<file path="src/rtl/i2c_seq_pkg.sv">
package i2c_seq_pkg;
  localparam int BYTE_W = 8;

  typedef enum logic [2:0] {
    ACT_NONE    = 3'd0,
    ACT_START   = 3'd1,
    ACT_RESTART = 3'd2,
    ACT_STOP    = 3'd3,
    ACT_WRITE   = 3'd4,
    ACT_READ    = 3'd5
  } act_e;

  typedef struct packed {
    logic              restart;
    logic              stop;
    logic              rd;
    logic [BYTE_W-1:0] data;
  } cmd_t;

  localparam int CMD_W = $bits(cmd_t);
endpackage

</file>
<file path="src/rtl/i2c_cmd_fifo.sv">
module i2c_cmd_fifo #(
  parameter int DEPTH = 4,
  parameter int WIDTH = 11
) (
  input  logic             clk,
  input  logic             rst,
  input  logic             push,
  input  logic [WIDTH-1:0] din,
  input  logic             pop,
  output logic [WIDTH-1:0] dout,
  output logic             empty,
  output logic             full
);
  localparam int AW = (DEPTH > 1) ? $clog2(DEPTH) : 1;
  localparam int CW = AW + 1;
  localparam logic [CW-1:0] DEPTH_C = CW'(DEPTH);

  logic [WIDTH-1:0] mem [DEPTH];
  logic [AW-1:0]    wr_ptr, rd_ptr;
  logic [CW-1:0]    count;
  logic             do_push, do_pop;

  assign empty   = (count == '0);
  assign full    = (count == DEPTH_C);
  assign do_push = push && !full;
  assign do_pop  = pop && !empty;
  assign dout    = mem[rd_ptr];

  always_ff @(posedge clk) begin
    if (do_push) mem[wr_ptr] <= din;
  end

  always_ff @(posedge clk) begin
    if (rst) begin
      wr_ptr <= '0;
      rd_ptr <= '0;
      count  <= '0;
    end else begin
      if (do_push) wr_ptr <= (wr_ptr == AW'(DEPTH - 1)) ? '0 : wr_ptr + 1'b1;
      if (do_pop)  rd_ptr <= (rd_ptr == AW'(DEPTH - 1)) ? '0 : rd_ptr + 1'b1;
      case ({do_push, do_pop})
        2'b10:   count <= count + 1'b1;
        2'b01:   count <= count - 1'b1;
        default: count <= count;
      endcase
    end
  end


  full_hold_chk: assert property (@(posedge clk) disable iff (rst)
    full && push && !pop |=> full);


  count_bound_chk: assert property (@(posedge clk) disable iff (rst)
    count <= DEPTH_C);
endmodule

</file>
<file path="src/rtl/i2c_seq_ctrl.sv">
module i2c_seq_ctrl
  import i2c_seq_pkg::*;
(
  input  logic              clk,
  input  logic              rst,
  input  logic              restart_en,
  input  cmd_t              head,
  input  logic              head_vld,
  output logic              pop,
  output logic              req,
  output act_e              act,
  output logic [BYTE_W-1:0] byte_o,
  input  logic              done,
  output logic              hold
);
  typedef enum logic {S_DECIDE, S_WAIT} st_e;

  st_e  st;
  logic active, prev_rd, go_byte, stop_pend, byte_stop;
  logic issue;
  act_e nxt;

  always_comb begin
    issue = 1'b0;
    nxt   = ACT_NONE;
    if (st == S_DECIDE) begin
      if (stop_pend) begin
        issue = 1'b1;
        nxt   = ACT_STOP;
      end else if (head_vld) begin
        issue = 1'b1;
        if (go_byte)
          nxt = head.rd ? ACT_READ : ACT_WRITE;
        else if (!active)
          nxt = ACT_START;
        else if (head.restart || (head.rd != prev_rd))
          nxt = restart_en ? ACT_RESTART : ACT_STOP;
        else
          nxt = head.rd ? ACT_READ : ACT_WRITE;
      end
    end
  end

  assign pop  = (st == S_WAIT) && done && (act == ACT_WRITE || act == ACT_READ);
  assign hold = (st == S_DECIDE) && active && !head_vld && !stop_pend && !go_byte;

  always_ff @(posedge clk) begin
    if (rst) begin
      st        <= S_DECIDE;
      active    <= 1'b0;
      prev_rd   <= 1'b0;
      go_byte   <= 1'b0;
      stop_pend <= 1'b0;
      byte_stop <= 1'b0;
      req       <= 1'b0;
      act       <= ACT_NONE;
      byte_o    <= '0;
    end else begin
      req <= issue;
      if (issue) begin
        st     <= S_WAIT;
        act    <= nxt;
        byte_o <= (nxt == ACT_WRITE) ? head.data : '0;
        if (nxt == ACT_WRITE || nxt == ACT_READ) begin
          go_byte   <= 1'b0;
          byte_stop <= head.stop;
          prev_rd   <= head.rd;
        end
      end else if (st == S_WAIT && done) begin
        st <= S_DECIDE;
        case (act)
          ACT_START: begin
            active  <= 1'b1;
            go_byte <= 1'b1;
          end
          ACT_RESTART: go_byte <= 1'b1;
          ACT_STOP: begin
            active    <= 1'b0;
            stop_pend <= 1'b0;
            go_byte   <= 1'b0;
          end
          ACT_WRITE, ACT_READ: stop_pend <= byte_stop;
          default: ;
        endcase
      end
    end
  end


  req_pulse_chk: assert property (@(posedge clk) disable iff (rst)
    req |=> !req);


  read_byte_zero_chk: assert property (@(posedge clk) disable iff (rst)
    req && act == ACT_READ |-> byte_o == '0);


  hold_quiet_chk: assert property (@(posedge clk) disable iff (rst)
    hold |-> !req);


  restart_enabled_chk: assert property (@(posedge clk) disable iff (rst)
    req && act == ACT_RESTART |-> $past(restart_en));
endmodule

</file>
<file path="src/rtl/i2c_cmd_seq.sv">
module i2c_cmd_seq
  import i2c_seq_pkg::*;
#(
  parameter int DEPTH = 4
) (
  input  logic              clk,
  input  logic              rst,
  input  logic              restart_en,
  input  logic              cmd_push,
  input  logic [BYTE_W-1:0] cmd_data,
  input  logic              cmd_rd,
  input  logic              cmd_stop,
  input  logic              cmd_restart,
  output logic              cmd_full,
  output logic              eng_req,
  output logic [2:0]        eng_act,
  output logic [BYTE_W-1:0] eng_byte,
  input  logic              eng_done,
  output logic              scl_hold
);
  cmd_t             in_cmd, head;
  logic [CMD_W-1:0] head_bits;
  logic             empty, pop;
  act_e             act;

  assign in_cmd = '{restart: cmd_restart, stop: cmd_stop, rd: cmd_rd, data: cmd_data};
  assign head   = cmd_t'(head_bits);

  i2c_cmd_fifo #(.DEPTH(DEPTH), .WIDTH(CMD_W)) u_fifo (
    .clk   (clk),
    .rst   (rst),
    .push  (cmd_push),
    .din   (in_cmd),
    .pop   (pop),
    .dout  (head_bits),
    .empty (empty),
    .full  (cmd_full)
  );

  i2c_seq_ctrl u_ctrl (
    .clk        (clk),
    .rst        (rst),
    .restart_en (restart_en),
    .head       (head),
    .head_vld   (!empty),
    .pop        (pop),
    .req        (eng_req),
    .act        (act),
    .byte_o     (eng_byte),
    .done       (eng_done),
    .hold       (scl_hold)
  );

  assign eng_act = act;
endmodule

</file>
<file path="config.mk">
export PLATFORM = sky130hd
export DESIGN_NAME = i2c_cmd_seq
export DESIGN_NICKNAME = d
export VERILOG_FILES = /design/src/rtl/i2c_seq_pkg.sv /design/src/rtl/i2c_cmd_fifo.sv /design/src/rtl/i2c_seq_ctrl.sv /design/src/rtl/i2c_cmd_seq.sv
export SDC_FILE = /design/constraint.sdc
export NUM_CORES = 1
export LEC_CHECK = 0
export BUFFER_PORTS_ARGS = -buffer_cell sky130_fd_sc_hd__buf_2
export CORE_ASPECT_RATIO = 0.5
export CORE_MARGIN = 3
export CORE_UTILIZATION = 40
export DETAILED_ROUTE_END_ITERATION = 6
export SLEW_MARGIN = 25
export SYNTH_ARGS = -nofsm -noshare
export SYNTH_HDL_FRONTEND = slang
export SYNTH_SLANG_ARGS = --single-unit
</file>
<file path="constraint.sdc">
create_clock -name clk -period 4.91 [get_ports clk]
set_clock_uncertainty 0.05 [all_clocks]
set_input_delay 0.982 -clock clk [delete_from_list [all_inputs] [get_ports clk]]
set_output_delay 0.982 -clock clk [all_outputs]
set_load 0.005 [all_outputs]
</file>
# After elaboration in Yosys (flattened, before gate mapping)
# Memories as Yosys holds them, arrays and structs flattened. A register that Yosys moved wholly into a read port is not among the register bits.
# Index checks and enable logic that the tools add are counted.
# Widths: inputs -> output; s select.
[totals]
in_bits = 16
elab_cells = 87
ram_bits = 44
n_memories = 1
out_inout_bits = 14
ff_bits = 25
[memory_table]
columns = ["memory", "depth", "word_bits", "read_ports", "rd_clocked_by_memory_dff", "wr", "line_no", "rtl"]
rows = [
  ["u_fifo.mem", 4, 11, 1, 1, 1, "i2c_cmd_fifo.sv:18", "logic [WIDTH-1:0] mem [DEPTH];"],
]
[op_classes]
bitwise = 2
n_mux = 27
add_sub_neg = 4
n_eq_ne = 14
n_reduce_logical = 27
[op_table]
columns = ["operator", "count"]
rows = [
  ["$mux 3", 6],
  ["$eq 3x3->1 const B", 5],
  ["$mux 1", 12],
  ["$reduce_and 3->1", 3],
  ["$logic_and 1x1->1", 8],
  ["$mux 2", 4],
  ["$mux 8", 1],
  ["$reduce_bool 2->1", 4],
  ["$eq 2x2->1 const B", 3],
  ["$eq 3x2->1 const B", 2],
  ["$pmux 1 s2", 3],
  ["$pmux 3 s2", 1],
  ["$add 2x1->2 const B", 2],
  ["$logic_not 1->1", 4],
  ["$reduce_or 2->1", 2],
  ["$add 3x1->3 const B", 1],
  ["$eq 3x1->1 const B", 1],
  ["$logic_not 3->1", 1],
  ["$logic_or 1x1->1", 3],
  ["$reduce_bool 3->1", 1],
  ["$sub 3x1->3 const B", 1],
  ["$eq 2x1->1 const B", 1],
  ["$ne 2x2->1 const B", 1],
  ["$not 1->1", 2],
  ["other kinds (2)", 2],
]

# Logic depth before layout (Yosys ltp)
# Gate-level depths: netlist of run 1.
[logic_depth]
ltp_word = 12
ltp_mapped = 10
mapped_depth_nobuf = 9

# By module
# Synthesis of run 1 repeated with hierarchy kept, for this count alone.
[unflattened]
hier_cells = 195
area_unflattened_um2 = 2860.2
[modules_own_cells]
columns = ["module", "area_per_inst_um2", "seq_area_each_um2", "cells_per_inst", "n_inst"]
rows = [
  ["i2c_cmd_fifo", 2075.7, 1501.4, 111, 1],
  ["i2c_seq_ctrl", 780.7, 360.3, 83, 1],
  ["i2c_cmd_seq", 3.8, 0.0, 1, 1],
]

# Worst setup path before layout of run 1
# No wires, ideal clock.
[synth_path]
kind = "in2reg"
start = "input eng_done"
end = "register u_fifo.count[2]"
t_arrival_ps = 2504
setup_ps = 71
slack_ps = 2285
required_ps = 4789
n_path_buf = 0
path_stages = 8
cell_sequence = "nand4b_1 nor2_1 ha_1 inv_1 fa_1 xor2_1 or3_1 a21oi_1"
[synth_between]
elab_chain_cells = 5
word_cells_on_any_way = 7
cone_classes = "eq/ne: 2; mux: 1; reduce/logical: 4"
[synth_lines]
columns = ["item", "line_no", "rtl"]
rows = [
  ["from (decl)", "i2c_cmd_seq.sv:18", "input logic eng_done,"],
  ["$logic_and 1x1->1 * (2 in a row)", "i2c_seq_ctrl.sv:44", "assign pop = (st == S_WAIT) && done && (act == ACT_WRITE || act == ACT_READ);"],
  ["$logic_and 1x1->1 *", "i2c_cmd_fifo.sv:26", "assign do_pop = pop && !empty;"],
  ["named net u_fifo.do_pop", "i2c_cmd_fifo.sv:21", "logic do_push, do_pop;"],
  ["$eq 2x1->1 / $eq 2x2->1 (equally long branches)", "i2c_cmd_fifo.sv:41", "case ({do_push, do_pop})"],
  ["$pmux 3 s2 / $reduce_bool 2->1 (equally long branches)", "--", ""],
  ["to (signal assigned)", "i2c_cmd_fifo.sv:42", "2'b10: count <= count + 1'b1;"],
  ["to (signal assigned)", "i2c_cmd_fifo.sv:43", "2'b01: count <= count - 1'b1;"],
  ["to (signal assigned)", "i2c_cmd_fifo.sv:44", "default: count <= count;"],
  ["to (decl)", "i2c_cmd_fifo.sv:20", "logic [CW-1:0] count;"],
]
# Mark *: on every way through the listed nets, which the timed path passes. The rest lies on a longest branch.
# A chain may end at the register's enable or synchronous reset.

==> run metrics, run 1 <==
Leakage 1.26 nW; Min Hold Slack 400 ps; DRC viols 0; GRT Overall Usage 14.4%; vias in the first global route 1770; worst reg2reg endpoint u_ctrl.prev_rd; non-filler cells, final 336; Main synth FF type edfxtp_1; synth top area cells edfxtp_1, dfxtp_1, mux4_1, nand2_1, ha_1; instance count on the critical path 4; Worst Setup EP u_ctrl.prev_rd; Starting Density 42.5%; Setup WS pre-CTS 1990 ps; Top Ports 30; total CTS buffers 9; Synthesized Nets 229; antenna-violating nets left 0; later-pin clock latency in the skew report 320 ps; final slew viol count 0; # fillers 597; unrepaired setup endpoints after global routing false; Final Cell Area 3420 um^2; Cells after DPL 320; Max FO, Critical Path 11; final critical-path setup slack 2010 ps; most used routing layer met2; # port buffers 29; Slowest cell on crit path a2bb2oi_1; status finished, final reports clean; Crit Path Class reg -> reg; CTS hold repair buffers 0; Die Wd 127 um; startpoint types flop; HPWL Detailed 3740 um; register-to-register setup slack 2010 ps; DR WL/cell 16.4 um; top-area cell type share of the netlist area 45.2%; register area 1860 um^2; First-pass DRT Iterations 4; clk sinks 71; Cell variety after synth 38; H-tree Lvls 3; Die ar. 8430 um^2; VDD IR max 243 uV; synth warn 0; CP Data Arrival Time 3060 ps; fmax 345 MHz; Fin. Hold Viols 0; min cycle time layout 2900 ps; first-pass GRT wire length 9040 um; M2 GR Usage 22.0%; area leader, netlist edfxtp_1; Via density 5.29; DRT Wirelength 5520 um; #FFs+latches synth 71; Post-Synthesis Cells 206; WP buf/inv 0; Core Area 6880 um^2; met1 usage 18.9%; Worst EP required 5070 ps; max-cap violations 0; deepest clock path buffer count 2; CP max stage delay 770 ps; Post-synth EDFFs 44; FP Rows 21; Async SR Flop Fraction 0%; Vias 1776; CTS tree yes; Placer Congestion 0.849; Setup Fix Bufs, Post-CTS 0; clock transition at the registers of the reported paths 50 ps; Hold Crit Class reg -> reg; Final Cycle Share 59.0%; post-CTS sizing 0; area post-placement 3140 um^2; Final setup viols 0; Root Driver clkbuf_16; crit-path leading delay family multiplexers; Multi-input gate area 990 um^2; cell area after synthesis 2920 um^2; DR iter-0 viols 188; met3 Usage GRT 5.20%; antenna cells 0; global route total overflow 0; initial antenna violation count 0; layout net count 262; Die H 66.5 um; worst reg-to-reg path cell count 4; Power Dens Cells 404 nW/um^2; layout cells sized above 1 19.3%; area delta synth->final 17.1%; max_slew headroom 39.3%; syn_area_per_cell 14.2 um^2; CP Capture Type flop; largest net degree at the start of global routing 22; setup tns final 0 ps; Slew @ Worst Pin 907 ps; critical path, cell by cell mux4_2, xor2_1, a2bb2oi_1, mux2_2; post-synthesis sequential area ratio 63.7%
-- cells by family after synthesis --
group                      Yosys count  synth area share (%)
and+or+nand+nor                     65                  11.7
muxes                               16                  11.5
adders and majority gates            7                  3.25
AOI/OAI and AO/OA                   28                  6.20
buffers and inverters               15                  2.48
xor gates and xnor gates             4                  1.20
DFF                                 71                  63.7
-- worst min-delay path by stage --
stage / startpoint / end / slack [ps] / depth (start not counted)
after floorplan: u_ctrl.byte_stop / u_ctrl.stop_pend / 390 / 2
after global placement: u_ctrl.byte_o[3] / u_ctrl.byte_o[3] / 390 / 2
after detailed placement: u_ctrl.byte_o[3] / u_ctrl.byte_o[3] / 390 / 2
after CTS: u_ctrl.byte_o[3] / u_ctrl.byte_o[3] / 400 / 2
after global routing: u_ctrl.byte_o[4] / u_ctrl.byte_o[4] / 430 / 2
final: u_ctrl.byte_o[3] / u_ctrl.byte_o[3] / 400 / 2
-- flip-flops by register name (all words and copies together) (netlist names), 2 cells and up, named ones only --
register and cells:
u_ctrl.byte_o 8, u_fifo.rd_ptr 2, u_fifo.mem 44, u_fifo.wr_ptr 2
u_ctrl.act 3, u_fifo.count 3
-- stage by stage --
| stage | power (mW) | utilization, % |
|---|---|---|
| 6_report | 1.38 | 49.7 |
| 5_1_grt | 1.44 | 49.7 |
| 4_1_cts | 1.40 | 49.7 |
| 3_5_place_dp | 0.785 | 45.6 |
| 3_3_place_gp | 0.779 | 45.6 |
| 2_1_floorplan | 0.748 | - |
-- layout make-up --
cell class / count / area share, %
clock buffers: 12 / 6.91
repair buffers: 29 / 4.24
flip-flops and latches: 71 / 54.4
inverters: 8 / 0.877
multi-input cells: 120 / 28.9
clock inverters: 4 / 1.35
well taps: 92 / 3.36
-- cells in the mapped netlist, types with 3 or more instances --
master    count
nand2b_1      4
ha_1          6
nor3_1        3
o31ai_1       8
a21oi_1       7
nor2b_1       3
edfxtp_1     44
inv_1         8
mux4_1       10
clkbuf_1      4
a211oi_1      4
o21ai_0       6
and2_1        4
mux2i_1       4
dfxtp_1      27
nand2_1      21
nor2_1       16
xor2_1        4
nor3b_1       3
-- layer usage --
layer  up-vias  wire [um]
met5         -          0
met4         0         25
met3         2        303
met2        51       2510
met1       875       2680
li1        848          -
-- report_power, final --
| part | internal, mW | total (mW) | switching, mW |
|---|---|---|---|
| Sequential | 0.661 | 0.680 | 0.0182 |
| Combinational | 0.0362 | 0.0928 | 0.0566 |
| Clock | 0.391 | 0.612 | 0.222 |
-- placed cells by master, fill, tap and decap left out, drive strengths merged, types with 2 or more instances in the layout --
master | Yosys | final
buf | 3 | 29
nor3b | 3 | 3
mux2i | 4 | 4
nor2 | 16 | 16
nand2 | 21 | 21
and2 | 4 | 4
edfxtp | 44 | 44
mux4 | 11 | 11
nand2b | 4 | 4
clkbuf | 4 | 12
clkinv | 0 | 2
a211oi | 4 | 4
o31ai | 8 | 8
a21oi | 7 | 7
xor2 | 4 | 4
nor2b | 3 | 3
o21ai | 6 | 6
dfxtp | 27 | 27
nor3 | 4 | 4
inv | 8 | 8
ha | 6 | 6
-- worst register-to-register path, cell delays in order, from the launching register on --
cell and delay, ps:
dfxtp_1 700, mux4_2 630, xor2_1 230, a2bb2oi_1 770
mux2_2 410
(Power assumes the default switching activity.)
==> inputs of run 2 (changes only) <==
Clock period 4.91 ns to 2.6 ns, I/O delays scaled along.
==> run 2 against run 1 <==
Global-route usage grew 0.52 points. Sequential share of layout area shrank 0.80 points. Highest routed layer unchanged. Utilization grew 0.75 points. Clock-buffer cell count shrank 2. Combinational power grew 110%. Largest cell class unchanged. Critical path depth grew 5. Worst hold slack lost 47 ps. Critical path type unchanged.
==> run metrics, run 2 (synthesis gave the netlist of run 1 again) <==
status finished, final reports clean; setup tns final 0 ps (unchanged); Root Driver clkbuf_16; startpoint types flop; max reg flops 44 (unchanged); # port buffers 29 (unchanged); unrepaired setup endpoints after global routing false; Max FO, Critical Path 7 (-4); worst reg-to-reg path cell count 9 (+5); most used cell, CP inv_1; First-pass DRT Iterations 4 (unchanged); DRC viols 0 (unchanged); WP buf/inv 2 (+2); Top Ports 30 (unchanged); clk sinks 71 (unchanged); Final setup viols 0 (unchanged); Leakage 1.29 nW (+2.8%); Worst EP required 2800 ps (-2270 ps); Multi-input gate area 990 um^2 (unchanged); CTS hold repair buffers 0 (unchanged); reg2reg start u_fifo.count[2]; Fin. Hold Viols 0 (unchanged); deepest clock path buffer count 2 (unchanged); max-cap violations 0 (unchanged); total CTS buffers 9 (unchanged); Slowest cell on crit path dfxtp_1; post-CTS sizing 0 (unchanged); FP Rows 21 (unchanged); global route total overflow 0 (unchanged); antenna-violating nets left 0 (unchanged); Crit Path Class reg -> reg; commonest cells after routing, fill and taps aside edfxtp_1, buf_2, dfxtp_1, nand2_1, nor2_1; biggest regs u_fifo.mem (44), u_ctrl.byte_o (8); area delta synth->final 18.9%; register area 1860 um^2 (unchanged); antenna cells 0 (unchanged); DR iter-0 viols 163 (-13%); Die ar. 8430 um^2 (unchanged); fmax 427 MHz (+24%); final critical-path setup slack 258 ps (-1760 ps); worst setup path startpoint u_fifo.count[2]; Final Cycle Share 90.1% (+31 points); instance count on the critical path 9 (+5); clock transition at the registers of the reported paths 50 ps (about the same); Placer Congestion 0.796 (-6.3%); DRT Wirelength 5400 um (-2.1%); HPWL Detailed 3720 um (-0.61%); VDD IR max 325 uV (+34%); GRT Overall Usage 14.9% (+0.52 points); hold path cells 1 (-1); Starting Density 42.5% (unchanged); Hold Crit Class in -> reg; most common cell after layout, fill and taps aside edfxtp_1; Via density 5.13 (-2.9%); Die Wd 127 um (unchanged); final core utilization 50.5% (+0.75 points); register-to-register setup slack 260 ps (-1760 ps); Core Area 6880 um^2 (unchanged); H-tree Lvls 3 (unchanged); Hold Startpoint cmd_data[3]; crit-path leading delay family simple AND/OR/NAND/NOR gates; Vias 1750 (-1.5%); Die H 66.5 um (unchanged); CTS tree yes; Setup WS pre-CTS 126 ps (-1860 ps); largest net degree at the start of global routing 22 (unchanged); vias in the first global route 1763 (-0.40%); CP Capture Type flop; initial antenna violation count 0 (unchanged); final slew viol count 0 (unchanged); later-pin clock latency in the skew report 330 ps (about the same); DR WL/cell 15.8 um (-3.5%); layout cells sized above 1 22.1% (+2.8 points); CP Data Arrival Time 2540 ps (-520 ps); # fillers 604 (+1.2%); min cycle time layout 2340 ps (-554 ps); first-pass GRT wire length 9200 um (+1.7%); layout net count 268 (+2.3%); Setup Fix Bufs, Post-CTS 0 (unchanged); Slew @ Worst Pin 628 ps (-279 ps); CP max stage delay 450 ps (-320 ps); Power Dens Cells 758 nW/um^2 (+87%); max_slew headroom 58.2% (+19 points); total power 2.63 mW (+90%); Biggest register u_fifo.mem; critical path, cell by cell nor3b_1, nor2b_1, inv_1, ha_1, inv_1, fa_1, xor2_1, or3_1, a21oi_1
[run 2: changes by cell type in the layout (fill, tap and decap cells not counted), sizes merged]
cell and change:
clkinv +1, clkbuf -2, buf +6
[run 2: worst paths after layout]
check / endpoint
max: u_fifo.count[2]
min: u_fifo.mem[1][3]
max reg2reg: u_fifo.count[2]
min reg2reg: u_ctrl.byte_o[1]
[run 2: report_power, final]
part           switching (mW)  internal (mW)  total [mW]
logic                   0.118         0.0763       0.194
clock network           0.430          0.737        1.17
registers              0.0236           1.25        1.27
[run 2: routing by layer]
layer	routed length (um)	track usage (%)	vias to the layer above
li1	-	-	853
met1	2540	18.7	854
met2	2490	22.8	37
met3	330	6.57	6
met4	46	6.15	0
met5	0	0	-
[run 2: through the flow]
step           instances  hold WS, ps  cell area (um^2)
3_5_place_dp         326          391              3190
5_1_grt              341          345              3480
6_report             341          353              3480
3_3_place_gp         326          384              3190
2_1_floorplan        206          387              2920
4_1_cts              341          335              3480
[run 2: final cells by class]
cell class              instances  share of cell area [%]
multi-input cells             120                    28.5
clock buffers                  10                    6.59
inverters                       8                   0.864
clock inverters                 5                    1.73
flip-flops and latches         71                    53.6
well taps                      92                    3.31
repair buffers                 35                    5.47
